--- src/rtl/bomf_pkg.sv ---
package bomf_pkg;

  // Kind of a received pattern after flag resolution.
  typedef enum logic [1:0] {
    PAT_NONE  = 2'd0,
    PAT_VALID = 2'd1,
    PAT_IDLE  = 2'd2
  } pat_kind_t;

  // The idle flag takes precedence over the valid flag.
  function automatic pat_kind_t classify(input logic valid, input logic idle);
    if (idle)       return PAT_IDLE;
    else if (valid) return PAT_VALID;
    else            return PAT_NONE;
  endfunction

endpackage

--- src/rtl/bomf_history.sv ---
module bomf_history #(
  parameter int CODE_W = 6,
  parameter int DEPTH  = 10,
  localparam int CNT_W = $clog2(DEPTH + 1)
) (
  input  logic              clk,
  input  logic              rst_n,
  input  logic              shift_en,
  input  logic              clear,
  input  logic              in_valid,
  input  logic [CODE_W-1:0] in_code,
  output logic [CNT_W-1:0]  vote_cnt
);

  // slot 0 holds the newest pattern
  logic [DEPTH-1:0]  slot_v;
  logic [DEPTH-1:0]  slot_v_nxt;
  logic [CODE_W-1:0] slot_c     [DEPTH];
  logic [CODE_W-1:0] slot_c_nxt [DEPTH];
  logic [DEPTH-2:0]  hit;

  for (genvar g = 0; g < DEPTH; g++) begin : g_slot
    if (g == 0) begin : g_head
      always_comb begin
        slot_v_nxt[g] = slot_v[g];
        slot_c_nxt[g] = slot_c[g];
        if (clear) begin
          slot_v_nxt[g] = 1'b0;
          slot_c_nxt[g] = '0;
        end else if (shift_en) begin
          slot_v_nxt[g] = in_valid;
          slot_c_nxt[g] = in_code;
        end
      end
    end else begin : g_body
      always_comb begin
        slot_v_nxt[g] = slot_v[g];
        slot_c_nxt[g] = slot_c[g];
        if (clear) begin
          slot_v_nxt[g] = 1'b0;
          slot_c_nxt[g] = '0;
        end else if (shift_en) begin
          slot_v_nxt[g] = slot_v[g-1];
          slot_c_nxt[g] = slot_c[g-1];
        end
      end
    end

    always_ff @(posedge clk or negedge rst_n) begin
      if (!rst_n) begin
        slot_v[g] <= 1'b0;
        slot_c[g] <= '0;
      end else if (shift_en || clear) begin
        slot_v[g] <= slot_v_nxt[g];
        slot_c[g] <= slot_c_nxt[g];
      end
    end
  end

  // The oldest slot drops out when the incoming pattern enters.
  for (genvar g = 0; g < DEPTH - 1; g++) begin : g_cmp
    assign hit[g] = slot_v[g] && (slot_c[g] == in_code);
  end

  always_comb begin
    vote_cnt = '0;
    if (in_valid) begin
      vote_cnt = CNT_W'(1);
      for (int i = 0; i < DEPTH - 1; i++) begin
        vote_cnt = vote_cnt + CNT_W'(hit[i]);
      end
    end
  end

endmodule

--- src/rtl/bomf_lock_ctl.sv ---
module bomf_lock_ctl
  import bomf_pkg::*;
#(
  parameter int CODE_W     = 6,
  parameter int CNT_W      = 4,
  parameter int VOTES      = 7,
  parameter int MISS_LIMIT = 4,
  parameter int IDLE_LIMIT = 4,
  localparam int MW = $clog2(MISS_LIMIT + 1),
  localparam int IW = $clog2(IDLE_LIMIT + 1)
) (
  input  logic              clk,
  input  logic              rst_n,
  input  logic              stb,
  input  pat_kind_t         kind,
  input  logic [CODE_W-1:0] code,
  input  logic [CNT_W-1:0]  vote_cnt,
  output logic              locked,
  output logic              accept,
  output logic              leave
);

  logic [CODE_W-1:0] acc_code, acc_code_nxt;
  logic [MW-1:0]     miss_cnt, miss_cnt_nxt;
  logic [IW-1:0]     idle_cnt, idle_cnt_nxt;
  logic              locked_nxt;
  logic              match;

  assign match = (kind == PAT_VALID) && (code == acc_code);

  always_comb begin
    locked_nxt   = locked;
    acc_code_nxt = acc_code;
    miss_cnt_nxt = miss_cnt;
    idle_cnt_nxt = idle_cnt;
    accept       = 1'b0;
    leave        = 1'b0;
    if (stb) begin
      if (!locked) begin
        if ((kind == PAT_VALID) && (vote_cnt >= CNT_W'(VOTES))) begin
          accept       = 1'b1;
          locked_nxt   = 1'b1;
          acc_code_nxt = code;
          miss_cnt_nxt = '0;
          idle_cnt_nxt = '0;
        end
      end else if (match) begin
        miss_cnt_nxt = '0;
        idle_cnt_nxt = '0;
      end else if (kind == PAT_VALID) begin
        if (miss_cnt == MW'(MISS_LIMIT - 1)) leave = 1'b1;
        else miss_cnt_nxt = miss_cnt + MW'(1);
      end else begin
        miss_cnt_nxt = '0;
        if (kind == PAT_IDLE) begin
          if (idle_cnt == IW'(IDLE_LIMIT - 1)) leave = 1'b1;
          else idle_cnt_nxt = idle_cnt + IW'(1);
        end
      end
      if (leave) begin
        locked_nxt   = 1'b0;
        miss_cnt_nxt = '0;
        idle_cnt_nxt = '0;
      end
    end
  end

  always_ff @(posedge clk or negedge rst_n) begin
    if (!rst_n) begin
      locked   <= 1'b0;
      acc_code <= '0;
      miss_cnt <= '0;
      idle_cnt <= '0;
    end else if (stb) begin
      locked   <= locked_nxt;
      acc_code <= acc_code_nxt;
      miss_cnt <= miss_cnt_nxt;
      idle_cnt <= idle_cnt_nxt;
    end
  end

endmodule

--- src/rtl/bomf_emit.sv ---
module bomf_emit #(
  parameter int          CODE_W      = 6,
  parameter logic [7:0]  STATUS_BYTE = 8'h80
) (
  input  logic              clk,
  input  logic              rst_n,
  input  logic              accept,
  input  logic [CODE_W-1:0] code,
  output logic              wr,
  output logic [7:0]        data
);

  logic       pend, pend_nxt;
  logic       wr_nxt;
  logic [7:0] data_nxt;

  always_comb begin
    pend_nxt = 1'b0;
    wr_nxt   = 1'b0;
    data_nxt = data;
    if (accept) begin
      wr_nxt   = 1'b1;
      data_nxt = {{(8 - CODE_W){1'b0}}, code};
      pend_nxt = 1'b1;
    end else if (pend) begin
      wr_nxt   = 1'b1;
      data_nxt = STATUS_BYTE;
    end
  end

  always_ff @(posedge clk or negedge rst_n) begin
    if (!rst_n) begin
      pend <= 1'b0;
      wr   <= 1'b0;
      data <= '0;
    end else begin
      pend <= pend_nxt;
      wr   <= wr_nxt;
      data <= data_nxt;
    end
  end

endmodule

--- src/rtl/bom_majority_filter.sv ---
module bom_majority_filter
  import bomf_pkg::*;
#(
  parameter int         CODE_W      = 6,
  parameter int         DEPTH       = 10,
  parameter int         VOTES       = 7,
  parameter int         MISS_LIMIT  = 4,
  parameter int         IDLE_LIMIT  = 4,
  parameter logic [7:0] STATUS_BYTE = 8'h80,
  localparam int CNT_W = $clog2(DEPTH + 1)
) (
  input  logic              clk,
  input  logic              rst_n,
  input  logic              pat_stb,
  input  logic [CODE_W-1:0] pat_code,
  input  logic              pat_valid,
  input  logic              pat_idle,
  output logic              fifo_wr,
  output logic [7:0]        fifo_data,
  output logic              filt_locked
);

  pat_kind_t        kind;
  logic [CNT_W-1:0] vote_cnt;
  logic             accept;
  logic             leave;

  assign kind = classify(pat_valid, pat_idle);

  bomf_history #(
    .CODE_W (CODE_W),
    .DEPTH  (DEPTH)
  ) u_hist (
    .clk      (clk),
    .rst_n    (rst_n),
    .shift_en (pat_stb),
    .clear    (leave),
    .in_valid (kind == PAT_VALID),
    .in_code  (pat_code),
    .vote_cnt (vote_cnt)
  );

  bomf_lock_ctl #(
    .CODE_W     (CODE_W),
    .CNT_W      (CNT_W),
    .VOTES      (VOTES),
    .MISS_LIMIT (MISS_LIMIT),
    .IDLE_LIMIT (IDLE_LIMIT)
  ) u_ctl (
    .clk      (clk),
    .rst_n    (rst_n),
    .stb      (pat_stb),
    .kind     (kind),
    .code     (pat_code),
    .vote_cnt (vote_cnt),
    .locked   (filt_locked),
    .accept   (accept),
    .leave    (leave)
  );

  bomf_emit #(
    .CODE_W      (CODE_W),
    .STATUS_BYTE (STATUS_BYTE)
  ) u_emit (
    .clk    (clk),
    .rst_n  (rst_n),
    .accept (accept),
    .code   (pat_code),
    .wr     (fifo_wr),
    .data   (fifo_data)
  );

endmodule

--- config.mk ---
export PLATFORM = sky130hd
export DESIGN_NAME = bom_majority_filter
export DESIGN_NICKNAME = d
export VERILOG_FILES = /design/src/rtl/bomf_pkg.sv /design/src/rtl/bomf_history.sv /design/src/rtl/bomf_lock_ctl.sv /design/src/rtl/bomf_emit.sv /design/src/rtl/bom_majority_filter.sv
export SDC_FILE = /design/constraint.sdc
export NUM_CORES = 1
export LEC_CHECK = 0
export ABC_AREA = 1
export BUFFER_PORTS_ARGS = -buffer_cell sky130_fd_sc_hd__buf_2
export CAP_MARGIN = 20
export CORE_MARGIN = 1
export CORE_UTILIZATION = 30
export CTS_CLUSTER_SIZE = 10
export DETAILED_ROUTE_END_ITERATION = 6
export PLACE_DENSITY_LB_ADDON = 0.12
export SLEW_MARGIN = 40
export SYNTH_ARGS = -nofsm -noshare
export SYNTH_HDL_FRONTEND = slang
export SYNTH_SLANG_ARGS = --single-unit
--- constraint.sdc ---
create_clock -name clk -period 9.2 [get_ports clk]
set_clock_uncertainty 0.1 [all_clocks]
set_input_delay 0.46 -clock clk [delete_from_list [all_inputs] [get_ports clk]]
set_output_delay 0.46 -clock clk [all_outputs]
set_load 0.01 [all_outputs]
-- Word level (Yosys, flattened, before mapping)
Cells that the tools add are included.
Widths: inputs -> output; s select.
- output and inout bits: 10
- register bits: 86
- logic and storage cells: 144
- input port bits: 11
- reductions and logical operators: 19
- equality and inequality tests: 18
- $add $sub $neg: 11
- bitwise logic cells: 1
- mux-type cells: 69
- $lt $le $gt $ge: 1
- operators by type and width (operator ; number):
    $mux 6 ; 18
    $eq 6x6->1 ; 10
    $mux 3 ; 12
    $mux 1 ; 35
    $add 4x1->4 ; 8
    $mux 8 ; 2
    $ne 4x4->1 const B ; 3
    $logic_and 1x1->1 ; 11
    $add 3x1->3 const B ; 2
    $eq 3x2->1 const B ; 2
    $reduce_and 3->1 ; 2
    $ne 5x5->1 const B ; 1
    $reduce_and 5->1 ; 1
    $ge 4x3->1 const B ; 1
    $mux 4 ; 1
    $reduce_bool 2->1 ; 2
    $reduce_bool 3->1 ; 1
    $add 1x1->2 const A ; 1
    $eq 2x1->1 const B ; 1
    $eq 2x2->1 const B ; 1
    $mux 2 ; 1
    $reduce_and 2->1 ; 1
    $logic_or 1x1->1 ; 1
    $not 1->1 ; 1

-- Depth between registers and ports, before layout
- depth in word-level cells: 18
- gate-level depth with buffers: 21
- mapped depth without buffers: 20

-- By module
A second synthesis with hierarchy kept.
- cells, all modules: 593
- area total of the unflattened synthesis: 4957.3 um2
- modules (own cells, without submodules) (module ; sequential area each (um2) ; area each (um2) ; cells each ; times used):
    bomf_history ; 1576.5 ; 3768.6 ; 446 ; 1
    bomf_lock_ctl ; 325.3 ; 832.0 ; 111 ; 1
    bomf_emit ; 225.2 ; 346.6 ; 34 ; 1
    bom_majority_filter ; 0.0 ; 10.0 ; 2 ; 1

-- Worst setup path after synthesis
No wires, ideal clock.
- path kind: input-to-reg
- start point: input pat_code[3]
- end point: register u_ctl.acc_code[1]
- arrival time: 4.736 ns
- path buffers: 3
- data required time: 9.024 ns
- library setup time: 0.076 ns
- stages: 19
- slack: 4.288 ns
- cell sequence: buf_4 inv_2 clkbuf_1 nor2_1 a2111oi_0 nand2_1 fa_1 fa_1 fa_1 fa_1 fa_1 nor2_1 nand3_1 o211ai_1 nand2_1 nor2_1 buf_2 nand2_1 o21ai_1
- cells in the longest elaborated chain, start to end: 15
- elaborated cells on any way between the ends: 31
- classes of those cells: add/sub: 9; order compare: 1; eq/ne: 9; mux: 1; reduce/logical: 11
- RTL lines (item ; line ; source):
    from (decl) ; bom_majority_filter.sv:15 ; input logic [CODE_W-1:0] pat_code,
    $eq 6x6->1 ; bomf_history.sv:62 ; assign hit[g] = slot_v[g] && (slot_c[g] == in_code);
    $logic_and 1x1->1 ; bomf_history.sv:62 ;
    $add 1x1->2 ; bomf_history.sv:70 ; vote_cnt = vote_cnt + CNT_W'(hit[i]);
    $add 4x1->4 (7 in a row) ; bomf_history.sv:70 ;
    $add 4x1->4 * ; bomf_history.sv:70 ;
    $mux 4 * ; bomf_history.sv:67 ; if (in_valid) begin
    $ge 4x3->1 * ; bomf_lock_ctl.sv:40 ; if ((kind == PAT_VALID) && (vote_cnt >= CNT_W'(VOTES))) begin
    $logic_and 1x1->1 * ; bomf_lock_ctl.sv:40 ;
    $reduce_and 3->1 (no line) * ; - ;
    to (signal assigned) ; bomf_lock_ctl.sv:76 ; acc_code <= acc_code_nxt;
    to (decl) ; bomf_lock_ctl.sv:23 ; logic [CODE_W-1:0] acc_code, acc_code_nxt;
Every way passes the cells marked *; elsewhere a longest branch is shown, timed or not.
A chain may end at the register's enable or synchronous reset.

-- Worst setup path after layout
- start point: input pat_code[4]
- end point: register u_emit.data[2]
- cells in the longest elaborated chain, start to end: 18
- elaborated cells on any way between the ends: 35
- classes of those cells: add/sub: 9; order compare: 1; eq/ne: 9; mux: 5; reduce/logical: 11
- RTL lines (item ; line ; source):
    $eq 6x6->1 ; bomf_history.sv:62 ;
    $logic_and 1x1->1 ; bomf_history.sv:62 ;
    $add 1x1->2 ; bomf_history.sv:70 ;
    $add 4x1->4 (7 in a row) ; bomf_history.sv:70 ;
    $add 4x1->4 * ; bomf_history.sv:70 ;
    $mux 4 * ; bomf_history.sv:67 ;
    $ge 4x3->1 * ; bomf_lock_ctl.sv:40 ;
    $logic_and 1x1->1 * ; bomf_lock_ctl.sv:40 ;
    $mux 1 * ; bomf_lock_ctl.sv:40 ;
    $mux 1 * ; bomf_lock_ctl.sv:39 ; if (!locked) begin
    $mux 1 * ; bomf_lock_ctl.sv:38 ; if (stb) begin
    $mux 8 / $reduce_bool 2->1 (equally long branches) ; - ;
    to (signal assigned) ; bomf_emit.sv:39 ; data <= data_nxt;
    to (decl) ; bomf_emit.sv:10 ; output logic [7:0] data
Marked as above.

==> qor.csv <==
metric,value,unit
port_buffers,19,
synth_top_area_cell,dfrtp_1,
cp_max_fo,17,
drtAntennaViolNets,0,
grt_pass1_wl,20360,um
ys_warn_count,0,
drt_iter0_markers,246,
rsz0062_at_grt,false,
relSlewSlack,46.46,%
clockBufferDepth,2,
drive_above_1_share,12.07,%
numCtsBuffers,9,
areaGrowthSynthToFinish,11.10,%
status,finished with violations,
leakage,2.624,nW
clock_sinks,85,
cts-root-buf,clkbuf_16,
min_period,5.225,ns
slew_violations,0,
violations,design-rule violations,
yosysUniqueCellTypes,40,
r2r_slack,4.06,ns
grt_usage,16.41,%
placedCellCount,746,
initial_core_util,31.15,%
vias,3811,
h-tree-depth,3,
vias_per_cell,4.988,
die_y,125.5,um
gp_congestion,0.7705,
final_cells,764,
antenna_found_initial,0,
cpMostUsedCell,fa_1,
overflow,0,
rows,44,
worstMarginPinSlew,0.8031,ns
hold_path.class,primary input to register,
grt_max_degree,69,
cts_tree,yes,
syn_nets,594,
hpwl,7518,um
critical_path.startpoint_type,primary input,
crit_path_end_kind,register,
crit_chain,"buf_2, inv_2, o21ai_0, inv_1, nand3_1, nor4_1, fa_1, fa_1, fa_1, fa_1, fa_1, nor2_1, nand3_1, o211ai_1, nand2_1, nor2_2, inv_2, nand3_1, nand2_1",
fill_cells,1546,
crit_path_max_incr_delay,0.58,ns
clkSlewWorstSetupHoldPaths,0.07,ns
pin_count,21,
synth_seq_cells,85,
slowest_stage,nor4_1,
dr.pass1.iters,6,
maxCapViolCount,0,
num_antenna_cells,0,
hold_viol_final,0,
wl,11990,um
grt_pass1_vias,3750,
drc,2,
wl_per_cell,15.70,um
post_cts_buffers,0,
critical_path_class,primary input to register,
synthCells,569,
yosysTopAreaCellShare,46.46,%
crit_required,9.35,ns
peakVddDrop,0.0001005,V
p_total,973.3,uW
cp.arrival,5.37,ns
post-route-period-util,56.79,%
die_w,125.5,um
core-area,14700,um2
synth.area.top_cells,"dfrtp_1 (46%), nand2_1 (17%), nand3_1 (7.2%), fa_1 (2.6%), inv_1 (2.6%)",
synth_sequential_area_ratio,46.46,%
fmax,0.1914,GHz
setup_viol,0,
dpl-instance-area,4765,um2
avgSynthCellArea,8.046,um2
syn_area,4578,um2
fin_area,5086,um2
fp.dieArea,15760,um2
insertion_delay,0.35,ns
p_per_area,191.4,nW/um2
setup_tns,0,ns
finalNetCount,600,
[cell families after synthesis]
group | synth area share [%]
compound gates | 8.226
xor+xnor | 1.148
fa+ha+maj | 4.810
buf+inv | 6.941
flops | 46.46
other cells | 0.08191
simple gates | 32.33
[placed cells by master, fill, tap and decap left out, types with 2 or more instances in the layout]
master and count:
nand2_1 211, dfrtp_1 85, nand3_1 66, inv_1 32, nor2_1 20, buf_2 18, o21ai_0 17, o22ai_1 12
nand3_2 10, clkbuf_16 9, inv_2 8, nand4_1 8, ha_1 8, or2_2 7, fa_1 6, clkinv_4 5
a2111oi_0 4, o2111ai_1 4, o21ai_1 4, xnor2_1 3, a21oi_1 3, o211ai_1 3, xor2_1 3, nor3_1 3
a211oi_1 3, nor2_2 3, buf_4 3, o221ai_1 2, nor3b_1 2, a221oi_1 2, o21a_1 2, nand2_2 2
[registers in the layout, summed over array words and instances, names as in the netlist]
signal          flops
u_hist.slot_c      54
u_hist.slot_v       9
u_emit.data         7
u_ctl.acc_code      6
u_ctl.idle_cnt      3
u_ctl.miss_cnt      3
u_ctl.locked        1
u_emit.pend         1
u_emit.wr           1
[power breakdown]
group | switching (mW) | internal, mW | leakage [nW]
Clock | 0.167 | 0.186 | 0.136
Sequential | 0.0578 | 0.422 | 1.11
Combinational | 0.0856 | 0.0553 | 1.38
[per-stage QoR]
stage / setup WS (ns) / hold WS (ns) / util (%)
2_1_floorplan: 4.288 / 0.06441 / -
3_3_place_gp: 3.400 / 0.2968 / 32.41
3_5_place_dp: 3.301 / 0.2973 / 32.41
4_1_cts: 3.647 / 0.3043 / 34.42
5_1_grt: 3.505 / 0.3219 / 34.60
6_report: 3.975 / 0.3041 / 34.60
[cell type report]
cell class	instances	area [um2]	share of cell area, %
inverters	41	153.9	3.026
flip-flops and latches	85	2127	41.82
clock buffers	9	225.2	4.428
multi-input cells	414	2136	41.99
repair buffers	24	153.9	3.026
well taps	184	230.2	4.526
clock inverters	7	60.06	1.181
[path summary, 6_finish.rpt]
kind                                         from                 to  cells after the start
worst max-delay path                  pat_code[4]     u_emit.data[2]                     19
worst min-delay path                  pat_code[1]     u_emit.data[1]                      3
worst max register to register  u_hist.slot_c[58]     u_emit.data[2]                     16
worst min register to register  u_ctl.idle_cnt[2]  u_ctl.idle_cnt[2]                      2
max in group asynchronous                   rst_n  u_hist.slot_c[25]                      3
min in group asynchronous                   rst_n     u_emit.data[3]                      2
[Yosys cell counts, drive strengths merged]
| cell type | instances |
|---|---|
| a2111oi | 4 |
| a211oi | 3 |
| a21boi | 1 |
| a21oi | 3 |
| a221oi | 2 |
| a22o | 1 |
| and2 | 1 |
| buf | 11 |
| clkbuf | 18 |
| clkinv | 1 |
| conb | 1 |
| dfrtp | 85 |
| fa | 6 |
| ha | 8 |
| inv | 40 |
| nand2 | 213 |
| nand3 | 77 |
| nand4 | 8 |
| nor2 | 23 |
| nor3 | 3 |
| nor3b | 2 |
| nor4 | 1 |
| o2111ai | 4 |
| o211ai | 3 |
| o21a | 2 |
| o21ai | 21 |
| o221ai | 2 |
| o22ai | 12 |
| or2 | 7 |
| xnor2 | 3 |
| xor2 | 3 |
[metal layers]
metal | track usage (%) | vias to the layer above | wire length [um]
met1 | 22.67 | 1851 | 5997
met3 | 4.279 | 11 | 407
met4 | 4.089 | 0 | 153
met5 | 0 | - | 0
met2 | 25.46 | 64 | 5433
li1 | - | 1885 | -
[worst max-delay path: cells and delay by family]
kind	cells	cell delay, ns
simple gates	8	1.53
compound gates	2	0.22
fa+ha+maj	5	2.50
buf+inv	4	0.66
[repair_timing]
| item | in CTS | in global routing |
|---|---|---|
| hold endpoints to repair | 26 | 0 |
| gates resized for setup | 0 | 0 |
| setup endpoints to repair | 0 | 0 |
| hold buffers | 1 | 0 |
Note: power is estimated with default switching activity, not from simulation.
